File: src/rtl/cmdq_pkg.sv
package cmdq_pkg;
  localparam int REG_AW = 12;
  localparam logic [REG_AW-1:0] OFF_WR_CMD = 12'h300;
  localparam logic [REG_AW-1:0] OFF_RD_CMD = 12'h304;
  localparam logic [REG_AW-1:0] OFF_CTRL   = 12'h308;
  localparam logic [REG_AW-1:0] OFF_STATUS = 12'h30C;
  localparam logic [REG_AW-1:0] OFF_RETRY  = 12'h314;
  localparam logic [REG_AW-1:0] OFF_RDPOP  = 12'h318;

  localparam int ST_OVF_BIT   = 8;
  localparam int ST_BUSY_BIT  = 9;
  localparam int ST_RDCNT_LSB = 16;

  localparam int MAX_RD_LEN = 15;
  localparam int LEN_W      = 4;
  localparam logic [3:0] SPECIAL_TAG = 4'hF;

  // queued entry: {isRead, word}
  localparam int ENTRY_W = 33;

  typedef enum logic [1:0] {ST_IDLE, ST_ISSUE, ST_WAIT, ST_RECV} eng_state_t;

  typedef struct packed {
    logic popCmd;
    logic pushRd;
  } dp_strobe_t;
endpackage

File: src/rtl/cmdq_datapath.sv
module cmdq_datapath
  import cmdq_pkg::*;
#(
  parameter int CMD_DEPTH = 8,
  parameter int RD_DEPTH  = 16,
  parameter int RETRY_W   = 4,
  parameter int RETRY_RST = 7,
  localparam int CPTR_W = $clog2(CMD_DEPTH),
  localparam int CCNT_W = $clog2(CMD_DEPTH + 1),
  localparam int RPTR_W = $clog2(RD_DEPTH),
  localparam int RCNT_W = $clog2(RD_DEPTH + 1)
) (
  input  logic               clk,
  input  logic               rstN,
  input  logic               regWrEn,
  input  logic               regRdEn,
  input  logic [REG_AW-1:0]  regAddr,
  input  logic [31:0]        regWrData,
  output logic [31:0]        regRdData,
  input  dp_strobe_t         strobe,
  input  logic               engineBusy,
  input  logic [7:0]         rdByte,
  output logic [31:0]        headWord,
  output logic               headIsRead,
  output logic               cmdEmpty,
  output logic [RCNT_W-1:0]  rdFree,
  output logic [RETRY_W-1:0] retryLimit,
  output logic               flushReq
);
  logic [ENTRY_W-1:0] cmdMem [CMD_DEPTH];
  logic [CPTR_W-1:0]  cmdWrPtr, cmdRdPtr;
  logic [CCNT_W-1:0]  cmdCount;
  logic               ovfSticky;

  logic [7:0]         rdMem [RD_DEPTH];
  logic [RPTR_W-1:0]  rdWrPtr, rdRdPtr;
  logic [RCNT_W-1:0]  rdCount;

  logic cmdPost, cmdFull, cmdPush, cmdPop;
  logic rdPush, rdPop, rdEmpty;

  assign cmdPost  = regWrEn && (regAddr == OFF_WR_CMD || regAddr == OFF_RD_CMD);
  assign flushReq = regWrEn && regAddr == OFF_CTRL && regWrData[0];
  assign cmdFull  = cmdCount == CCNT_W'(CMD_DEPTH);
  assign cmdEmpty = cmdCount == '0;
  assign cmdPush  = cmdPost && !cmdFull && !flushReq;
  assign cmdPop   = strobe.popCmd && !cmdEmpty && !flushReq;

  assign rdEmpty = rdCount == '0;
  assign rdPush  = strobe.pushRd && rdCount != RCNT_W'(RD_DEPTH);
  assign rdPop   = regRdEn && regAddr == OFF_RDPOP && !rdEmpty;
  assign rdFree  = RCNT_W'(RD_DEPTH) - rdCount;

  assign {headIsRead, headWord} = cmdMem[cmdRdPtr];

  always_ff @(posedge clk) begin
    if (cmdPush) cmdMem[cmdWrPtr] <= {regAddr == OFF_RD_CMD, regWrData};
    if (rdPush)  rdMem[rdWrPtr]   <= rdByte;
  end

  always_ff @(posedge clk) begin
    if (!rstN) begin
      cmdWrPtr  <= '0;
      cmdRdPtr  <= '0;
      cmdCount  <= '0;
      ovfSticky <= 1'b0;
    end else if (flushReq) begin
      cmdWrPtr  <= '0;
      cmdRdPtr  <= '0;
      cmdCount  <= '0;
      ovfSticky <= 1'b0;
    end else begin
      if (cmdPost && cmdFull) ovfSticky <= 1'b1;
      if (cmdPush)
        cmdWrPtr <= (cmdWrPtr == CPTR_W'(CMD_DEPTH - 1)) ? '0 : cmdWrPtr + 1'b1;
      if (cmdPop)
        cmdRdPtr <= (cmdRdPtr == CPTR_W'(CMD_DEPTH - 1)) ? '0 : cmdRdPtr + 1'b1;
      cmdCount <= cmdCount + CCNT_W'(cmdPush) - CCNT_W'(cmdPop);
    end
  end

  always_ff @(posedge clk) begin
    if (!rstN) begin
      rdWrPtr <= '0;
      rdRdPtr <= '0;
      rdCount <= '0;
    end else begin
      if (rdPush)
        rdWrPtr <= (rdWrPtr == RPTR_W'(RD_DEPTH - 1)) ? '0 : rdWrPtr + 1'b1;
      if (rdPop)
        rdRdPtr <= (rdRdPtr == RPTR_W'(RD_DEPTH - 1)) ? '0 : rdRdPtr + 1'b1;
      rdCount <= rdCount + RCNT_W'(rdPush) - RCNT_W'(rdPop);
    end
  end

  always_ff @(posedge clk) begin
    if (!rstN) retryLimit <= RETRY_W'(RETRY_RST);
    else if (regWrEn && regAddr == OFF_RETRY) retryLimit <= regWrData[RETRY_W-1:0];
  end

  always_comb begin
    regRdData = '0;
    if (regRdEn) begin
      case (regAddr)
        OFF_STATUS: begin
          regRdData[7:0]                        = 8'(cmdCount);
          regRdData[ST_OVF_BIT]                 = ovfSticky;
          regRdData[ST_BUSY_BIT]                = engineBusy;
          regRdData[ST_RDCNT_LSB +: 8]          = 8'(rdCount);
        end
        OFF_RETRY: regRdData = 32'(retryLimit);
        OFF_RDPOP: if (!rdEmpty) regRdData = {24'b0, rdMem[rdRdPtr]};
        default:   regRdData = '0;
      endcase
    end
  end
endmodule

File: src/rtl/cmdq_control.sv
module cmdq_control
  import cmdq_pkg::*;
#(
  parameter int RETRY_W = 4,
  parameter int RCNT_W  = 5
) (
  input  logic               clk,
  input  logic               rstN,
  input  logic               flushReq,
  input  logic               cmdEmpty,
  input  logic               headIsRead,
  input  logic [7:0]         headLenRaw,
  input  logic [3:0]         headTag,
  input  logic [RCNT_W-1:0]  rdFree,
  input  logic [RETRY_W-1:0] retryLimit,
  input  logic               cmdReady,
  input  logic               rspValid,
  input  logic               rspAck,
  input  logic               rdByteValid,
  output dp_strobe_t         strobe,
  output logic               cmdValid,
  output logic               busy,
  output logic               evtSpecialDone,
  output logic               evtCmdError
);
  eng_state_t         state, nxtState;
  logic [RETRY_W-1:0] tries;
  logic [LEN_W-1:0]   byteCnt, headLen;
  logic               canIssue, doneOk, failFinal, retryNow;

  assign headLen  = (headLenRaw > 8'(MAX_RD_LEN)) ? LEN_W'(MAX_RD_LEN) : headLenRaw[LEN_W-1:0];
  assign canIssue = !cmdEmpty && (!headIsRead || rdFree >= RCNT_W'(headLen));
  assign cmdValid = state == ST_ISSUE;
  assign busy     = state != ST_IDLE;

  always_comb begin
    nxtState  = state;
    strobe    = '0;
    doneOk    = 1'b0;
    failFinal = 1'b0;
    retryNow  = 1'b0;
    case (state)
      ST_IDLE:  if (canIssue) nxtState = ST_ISSUE;
      ST_ISSUE: if (cmdReady) nxtState = ST_WAIT;
      ST_WAIT: begin
        if (rspValid) begin
          if (rspAck) begin
            if (headIsRead && headLen != '0) nxtState = ST_RECV;
            else doneOk = 1'b1;
          end else if (tries >= retryLimit) begin
            failFinal = 1'b1;
          end else begin
            retryNow = 1'b1;
            nxtState = ST_ISSUE;
          end
        end
      end
      ST_RECV: begin
        if (rdByteValid) begin
          strobe.pushRd = 1'b1;
          if (byteCnt == headLen - 1'b1) doneOk = 1'b1;
        end
      end
      default: nxtState = ST_IDLE;
    endcase
    if (doneOk || failFinal) begin
      strobe.popCmd = 1'b1;
      nxtState      = ST_IDLE;
    end
    if (flushReq) begin
      nxtState  = ST_IDLE;
      strobe    = '0;
      doneOk    = 1'b0;
      failFinal = 1'b0;
      retryNow  = 1'b0;
    end
  end

  always_ff @(posedge clk) begin
    if (!rstN) begin
      state          <= ST_IDLE;
      tries          <= '0;
      byteCnt        <= '0;
      evtSpecialDone <= 1'b0;
      evtCmdError    <= 1'b0;
    end else begin
      state          <= nxtState;
      evtSpecialDone <= doneOk && headTag == SPECIAL_TAG;
      evtCmdError    <= failFinal;
      if (state == ST_IDLE) tries <= '0;
      else if (retryNow) tries <= tries + 1'b1;
      if (state != ST_RECV) byteCnt <= '0;
      else if (strobe.pushRd) byteCnt <= byteCnt + 1'b1;
    end
  end
endmodule

File: src/rtl/cmdq_engine.sv
module cmdq_engine
  import cmdq_pkg::*;
#(
  parameter int CMD_DEPTH = 8,
  parameter int RD_DEPTH  = 16,
  parameter int RETRY_W   = 4,
  parameter int RETRY_RST = 7
) (
  input  logic        clk,
  input  logic        rstN,
  input  logic        regWrEn,
  input  logic        regRdEn,
  input  logic [11:0] regAddr,
  input  logic [31:0] regWrData,
  output logic [31:0] regRdData,
  output logic        cmdValid,
  input  logic        cmdReady,
  output logic [31:0] cmdWord,
  output logic        cmdIsRead,
  input  logic        rspValid,
  input  logic        rspAck,
  input  logic        rdByteValid,
  input  logic [7:0]  rdByte,
  output logic        evtSpecialDone,
  output logic        evtCmdError
);
  localparam int RCNT_W = $clog2(RD_DEPTH + 1);

  dp_strobe_t         strobe;
  logic               busy, cmdEmpty, flushReq;
  logic [RCNT_W-1:0]  rdFree;
  logic [RETRY_W-1:0] retryLimit;

  cmdq_datapath #(
    .CMD_DEPTH(CMD_DEPTH), .RD_DEPTH(RD_DEPTH),
    .RETRY_W(RETRY_W), .RETRY_RST(RETRY_RST)
  ) u_dp (
    .clk(clk), .rstN(rstN),
    .regWrEn(regWrEn), .regRdEn(regRdEn), .regAddr(regAddr),
    .regWrData(regWrData), .regRdData(regRdData),
    .strobe(strobe), .engineBusy(busy), .rdByte(rdByte),
    .headWord(cmdWord), .headIsRead(cmdIsRead), .cmdEmpty(cmdEmpty),
    .rdFree(rdFree), .retryLimit(retryLimit), .flushReq(flushReq)
  );

  cmdq_control #(.RETRY_W(RETRY_W), .RCNT_W(RCNT_W)) u_ctl (
    .clk(clk), .rstN(rstN), .flushReq(flushReq), .cmdEmpty(cmdEmpty),
    .headIsRead(cmdIsRead), .headLenRaw(cmdWord[31:24]), .headTag(cmdWord[19:16]),
    .rdFree(rdFree), .retryLimit(retryLimit),
    .cmdReady(cmdReady), .rspValid(rspValid), .rspAck(rspAck),
    .rdByteValid(rdByteValid), .strobe(strobe), .cmdValid(cmdValid),
    .busy(busy), .evtSpecialDone(evtSpecialDone), .evtCmdError(evtCmdError)
  );
endmodule

File: config.mk
export PLATFORM = sky130hd
export DESIGN_NAME = cmdq_engine
export DESIGN_NICKNAME = d
export VERILOG_FILES = /design/src/rtl/cmdq_pkg.sv /design/src/rtl/cmdq_datapath.sv /design/src/rtl/cmdq_control.sv /design/src/rtl/cmdq_engine.sv
export SDC_FILE = /design/constraint.sdc
export NUM_CORES = 1
export LEC_CHECK = 0
export BUFFER_PORTS_ARGS = -buffer_cell sky130_fd_sc_hd__buf_2
export CAP_MARGIN = 20
export CELL_PAD_IN_SITES_DETAIL_PLACEMENT = 2
export CELL_PAD_IN_SITES_GLOBAL_PLACEMENT = 2
export CORE_ASPECT_RATIO = 1.1
export CORE_MARGIN = 10
export CORE_UTILIZATION = 42
export CTS_CLUSTER_SIZE = 40
export DETAILED_ROUTE_END_ITERATION = 12
export PLACE_DENSITY_LB_ADDON = 0.1
export SYNTH_ARGS = -nofsm -noshare
export SYNTH_HDL_FRONTEND = slang
export SYNTH_SLANG_ARGS = --single-unit
File: constraint.sdc
create_clock -name clk -period 4.5 [get_ports clk]
set_input_delay 0.45 -clock clk [delete_from_list [all_inputs] [get_ports clk]]
set_output_delay 0.45 -clock clk [all_outputs]
set_load 0.02 [all_outputs]
After elaboration in Yosys (flattened, before gate mapping)
Memories as Yosys holds them, arrays and structs flattened. A register that Yosys moved wholly into a read port is not among the register bits.
Index checks and enable logic that the tools add are counted.
Widths: inputs -> output; s select.
{"block": "totals", "ff_bits": 40, "input_bits": 60, "word_cells": 132, "out_inout_bits": 68, "n_memories": 2, "ram_bits": 392}
{"name": "u_dp.cmdMem", "words": 8, "width": 33, "read_ports": 1, "rd_ports_with_merged_regs": 1, "wr": 1, "line_no": "cmdq_datapath.sv:30", "text": "logic [ENTRY_W-1:0] cmdMem [CMD_DEPTH];"}
{"name": "u_dp.rdMem", "words": 16, "width": 8, "read_ports": 1, "rd_ports_with_merged_regs": 1, "wr": 1, "line_no": "cmdq_datapath.sv:35", "text": "logic [7:0] rdMem [RD_DEPTH];"}
{"block": "op_classes", "reduce_logical": 34, "n_mux": 44, "n_eq_ne": 23, "order_cmp": 3, "bitwise_logic": 1, "add_sub_neg": 12}
{"cell": "$eq 12x10->1 const B", "n": 6}
{"cell": "$mux 32", "n": 1}
{"cell": "$pmux 10 s3", "n": 1}
{"cell": "$mux 1", "n": 22}
{"cell": "$mux 4", "n": 5}
{"cell": "$add 4x1->4 const B", "n": 4}
{"cell": "$eq 4x4->1 const B", "n": 4}
{"cell": "$logic_and 1x1->1", "n": 15}
{"cell": "$mux 2", "n": 7}
{"cell": "$mux 3", "n": 4}
{"cell": "$pmux 5 s2", "n": 1}
{"cell": "$gt 8x4->1 const B", "n": 1}
{"cell": "$mux 8", "n": 1}
{"cell": "$add 3x1->3 const B", "n": 2}
{"cell": "$eq 3x3->1 const B", "n": 2}
{"cell": "$pmux 2 s3", "n": 1}
{"cell": "$reduce_and 6->1", "n": 1}
{"cell": "$reduce_or 2->1", "n": 3}
{"cell": "$add 5x1->5", "n": 1}
{"cell": "$ge 5x4->1", "n": 1}
{"cell": "$logic_not 1->1", "n": 5}
{"cell": "$logic_not 5->1", "n": 1}
{"cell": "$ne 5x5->1 const B", "n": 1}
{"cell": "$sub 5x1->5", "n": 1}
{"cell": "21 further kinds", "n": 26}

Depth between registers and ports, before layout
{"block": "depth", "ltp_word": 15, "ltp_mapped": 19, "depth_no_buf": 18}

By module
Synthesis repeated with hierarchy kept, for this count alone.
{"block": "hier_totals", "cells_unflattened": 980, "area_unflattened_um2": 18167.4}
{"module": "cmdq_datapath", "seq_area_each_um2": 12472.0, "instances": 1, "area_per_inst_um2": 17103.9, "cells_each": 855}
{"module": "cmdq_control", "seq_area_each_um2": 240.2, "instances": 1, "area_per_inst_um2": 1063.5, "cells_each": 125}

Worst setup path before layout
OpenSTA, ideal clock, no wires.
{"block": "synth_timing", "path_type": "input to register", "startpoint": "input regAddr[11]", "endpoint": "memory u_dp.cmdMem[1][0] (enable)", "path_buffers": 0, "arrival_time_ns": 4.224, "cell_stages": 6, "setup_slack_ns": -0.189, "setup_time_ns": 0.464, "required_time_ns": 4.036, "cell_sequence": "nor4bb_1 > and4b_1 > nand2_1 > a211oi_1 > nand2_1 > nor3_1"}
{"block": "synth_between", "elab_chain_cells": 7, "word_cells_on_any_way": 12, "classes_between": "eq/ne: 3; mux: 2; reduce/logical: 7"}
{"element": "from (decl)", "line_no": "cmdq_engine.sv:13", "text": "input logic [11:0] regAddr,"}
{"element": "$eq 12x10->1, on equally long branches", "line_no": "cmdq_datapath.sv:42, cmdq_datapath.sv:43"}
{"element": "$logic_or 1x1->1 or $logic_and 1x1->1 (tied branches)", "line_no": "cmdq_datapath.sv:42, cmdq_datapath.sv:43"}
{"element": "$logic_and 1x1->1, on equally long branches", "line_no": "cmdq_datapath.sv:42, cmdq_datapath.sv:43"}
{"element": "$logic_and 1x1->1 or $logic_not 1->1 (tied branches)", "line_no": "cmdq_datapath.sv:46", "text": "assign cmdPush = cmdPost && !cmdFull && !flushReq;"}
{"element": "$logic_and 1x1->1 *", "line_no": "cmdq_datapath.sv:46"}
{"element": "named net u_dp.cmdPush", "line_no": "cmdq_datapath.sv:39", "text": "logic cmdPost, cmdFull, cmdPush, cmdPop;"}
{"element": "$mux 1 *", "line_no": "cmdq_datapath.sv:57", "text": "if (cmdPush) cmdMem[cmdWrPtr] <= {regAddr == OFF_RD_CMD, regWrData};"}
{"element": "$mux 1 (implied by the code) *", "line_no": "cmdq_datapath.sv:57"}
{"element": "to (decl)", "line_no": "cmdq_datapath.sv:30"}
Mark *: on every way through the listed nets, which the timed path passes. The rest lies on a longest branch.

==> reports/summary.txt <==
run status -> complete, no violations
CP Cell Sequence -> mux4_2 > mux2_4 > nor4_4 > buf_4 > and2_4 > ha_4 > xnor2_4 > xnor2_2 > a31oi_1 > o22ai_2 > a211oi_2 > nor2_4 > ha_1 > inv_1 > ha_2 > fa_2 > and3_1
Slew Limit Fails -> 0
Synth Warn # -> 0
Post-synth ARST share -> 0%
core footprint -> 42210 um2
post-DR vias/cell -> 5.281
vias in the first global route -> 10.40k
proportion of layout cells with a drive suffix above 1 -> 34.11%
post-synth cell types -> 54
clock root cell -> clkbuf_16
FF+latch count, synth -> 439
starting density of the core -> 42.43%
register area share after synthesis -> 70.98%
static leakage -> 7.058 nW
DRT Pass-1 Iters -> 5
routed wire length -> 44440 um
internal power -> 7.028 mW
final setup violation count -> 0
final weighted congestion in routability-driven placement -> 0.7340
WL per Instance -> 25.85 um
CP required -> 4970 ps
aggregate global routing overflow -> 0
top-area cell type share of the netlist area -> 65.73%
Hold WC Path Type -> in -> reg
initial antenna violation count -> 2
area of the mapped netlist -> 17910 um2
Syn Area/Cell -> 18.89 um2
Crit path arrival time -> 4850 ps
final worst-path cycle share -> 97.28%
skew final -> 16.53 ps
vias -> 9078
clk_lat worst skew -> 590 ps
DRT iter0 DRCs -> 485
clock tree sinks -> 439
dpl hpwl -> 29250 um
Post-synth top flop -> edfxtp_1
Switching Fraction -> 19.71%
clock power share -> 47.9%
CTS tree -> built
H-tree Lvls -> 2
Seq pwr share -> 50.6%
Combinational Power Share -> 1.5%
Diodes inserted -> 0
EDFF count, synth -> 392
pwr dens -> 413.3 nW/um2
# IOs -> 128
Antenna Nets Post-Route -> 0
Die ar. -> 51310 um2
Hold Fails Final Rpt -> 0
slowest library cell on the worst path -> mux4_2
Setup crit start kind -> register
first-pass GRT wire length -> 68430 um
Setup CP Type -> reg -> reg
commonest non-fill, non-tap cell in the layout -> edfxtp_1
Mapped Cells -> 948
Worst-path clk slew -> 60 ps
maximum vdd drop -> 0.3045 mV
port bufs -> 110
area leader, netlist -> edfxtp_1
CP max stage delay -> 540 ps
CP Capture Type -> register
TritonCTS Buffers -> 47
Max Cap Violations -> 0
Area Growth Syn to Fin -> 18.26%
synth top area cells -> edfxtp_1, mux4_2, dfxtp_1
# fillers -> 3803
Switch Pwr -> 1.725 mW
NumNets Final -> 1218
Max clock buf depth -> 3
DIE WIDTH -> 216.9 um
most frequent cells in the layout -> edfxtp_1, buf_2, mux4_2
Slew @ Worst Pin -> 992.4 ps
Slew HR -> 33.84%
largest net degree at the start of global routing -> 49
# DRC -> 0
worst-path fanout max -> 8
fmax -> 228.4 MHz
row cnt -> 79
die extent in y -> 236.6 um
final instance area -> 21180 um2
Area after DPL -> 19400 um2
GRT Util Overall -> 17.51%
post-route total power -> 8.754 mW
Min Clock Period, post-route -> 4378 ps
## metrics by stage
| stage | setup slack [ps] | cells | setup TNS (ps) | util [%] | hold slack [ps] |
|---|---|---|---|---|---|
| floorplan | 287.8 | 964 | 0 | - | 428.6 |
| global placement | 62.88 | 1628 | 0 | 45.96 | 490.7 |
| global route | -3.175 | 1719 | -3.175 | 50.18 | 142.6 |
| detailed placement | -180.5 | 1628 | -391.8 | 45.96 | 506.7 |
| CTS | 19.09 | 1718 | 0 | 50.05 | 113.8 |
| finish | 122.4 | 1719 | 0 | 50.18 | 137.9 |
## critical path: cells and delay by family (launching register included)
kind	cells	cell delay, ps
muxes	2	860
and+or+nand+nor	4	670
buffers and inverters	2	250
AOI/OAI and AO/OA	3	670
xor gates and xnor gates	2	250
adders and majority gates	4	1100
DFF	1	460
## path summary, 6_finish.rpt
check / endpoint / cells after the start / slack [ps] / start
setup / recovery: u_dp.cmdCount[1]$_SDFF_PP0_ / 17 / 120 / register
setup reg to reg: u_dp.cmdCount[1]$_SDFF_PP0_ / 17 / 120 / register
hold reg to reg: u_ctl.tries[3]$_SDFFE_PP0P_ / 2 / 520 / u_ctl.tries[3]$_SDFFE_PP0P_
hold / removal: u_dp.cmdMem[1][19]$_DFFE_PP_ / 1 / 140 / regWrData[19]
## power groups by stage
stage	clock network [mW]	registers (mW)	logic [mW]
after floorplan	0	4.52	0.0511
after CTS	4.29	4.43	0.129
after global routing	4.46	4.43	0.142
final	4.19	4.43	0.127
after detailed placement	0	4.52	0.128
after global placement	0	4.52	0.119
## sequential cells by signal, summed over array words and instances (netlist names), named ones only
signal and cells:
u_ctl.byteCnt 4, u_ctl.evtCmdError 1, u_ctl.evtSpecialDone 1, u_ctl.state 2, u_ctl.tries 4, u_dp.cmdCount 4
u_dp.cmdMem 264, u_dp.cmdRdPtr 3, u_dp.cmdWrPtr 3, u_dp.ovfSticky 1, u_dp.rdCount 5, u_dp.rdMem 128
u_dp.rdRdPtr 4, u_dp.rdWrPtr 4, u_dp.retryLimit 4
## synthesized netlist by cell type, types with 5 or more instances
library cell,count
xnor2_1,12
edfxtp_1,392
clkbuf_1,20
and2_1,12
nand4_1,8
and3_1,16
mux2_2,29
nand2_1,27
inv_1,29
xor2_1,6
a21oi_1,11
mux4_2,103
nor2b_1,14
ha_1,42
buf_1,13
mux2i_1,18
nor2_1,44
a31oi_1,5
dfxtp_1,47
buf_4,18
nand2b_1,10
o21ai_0,6
nor3_1,9
## repair_timing
action	4_1_cts	5_1_grt
setup buffers	3	1
resized for setup	1	11
setup endpoints to repair	3	3
hold buffers	0	0
pin swaps	2	5
## per-layer routing
metal | track usage, % | routed length (um)
met1 | 21.87 | 18750
met2 | 31.12 | 23520
met3 | 3.277 | 1619
met4 | 3.477 | 529
met5 | 0 | 12
## final cells by class
type                    count  area [um2]  area share, %
flip-flops and latches    439       12720          60.06
multi-input cells         439        4977          23.50
clock buffers              53        1241          5.860
repair buffers            157       978.4          4.620
well taps                 567       709.4          3.350
clock inverters            34       440.4          2.080
inverters                  30       112.6         0.5317
## kinds of logic after synthesis
| group | after synthesis | share of synthesized area, % |
|---|---|---|
| multiplexers | 153 | 16.14 |
| AND/OR/NAND/NOR | 158 | 4.709 |
| other | 1 | 0.02094 |
| flip-flops | 439 | 70.98 |
| adder cells (fa/ha/maj) | 44 | 3.158 |
| AO/OA/AOI/OAI | 49 | 1.865 |
| XOR/XNOR | 18 | 0.8803 |
| buffers and inverters | 86 | 2.250 |
No activity file was read; power rests on OpenSTA's default activity.
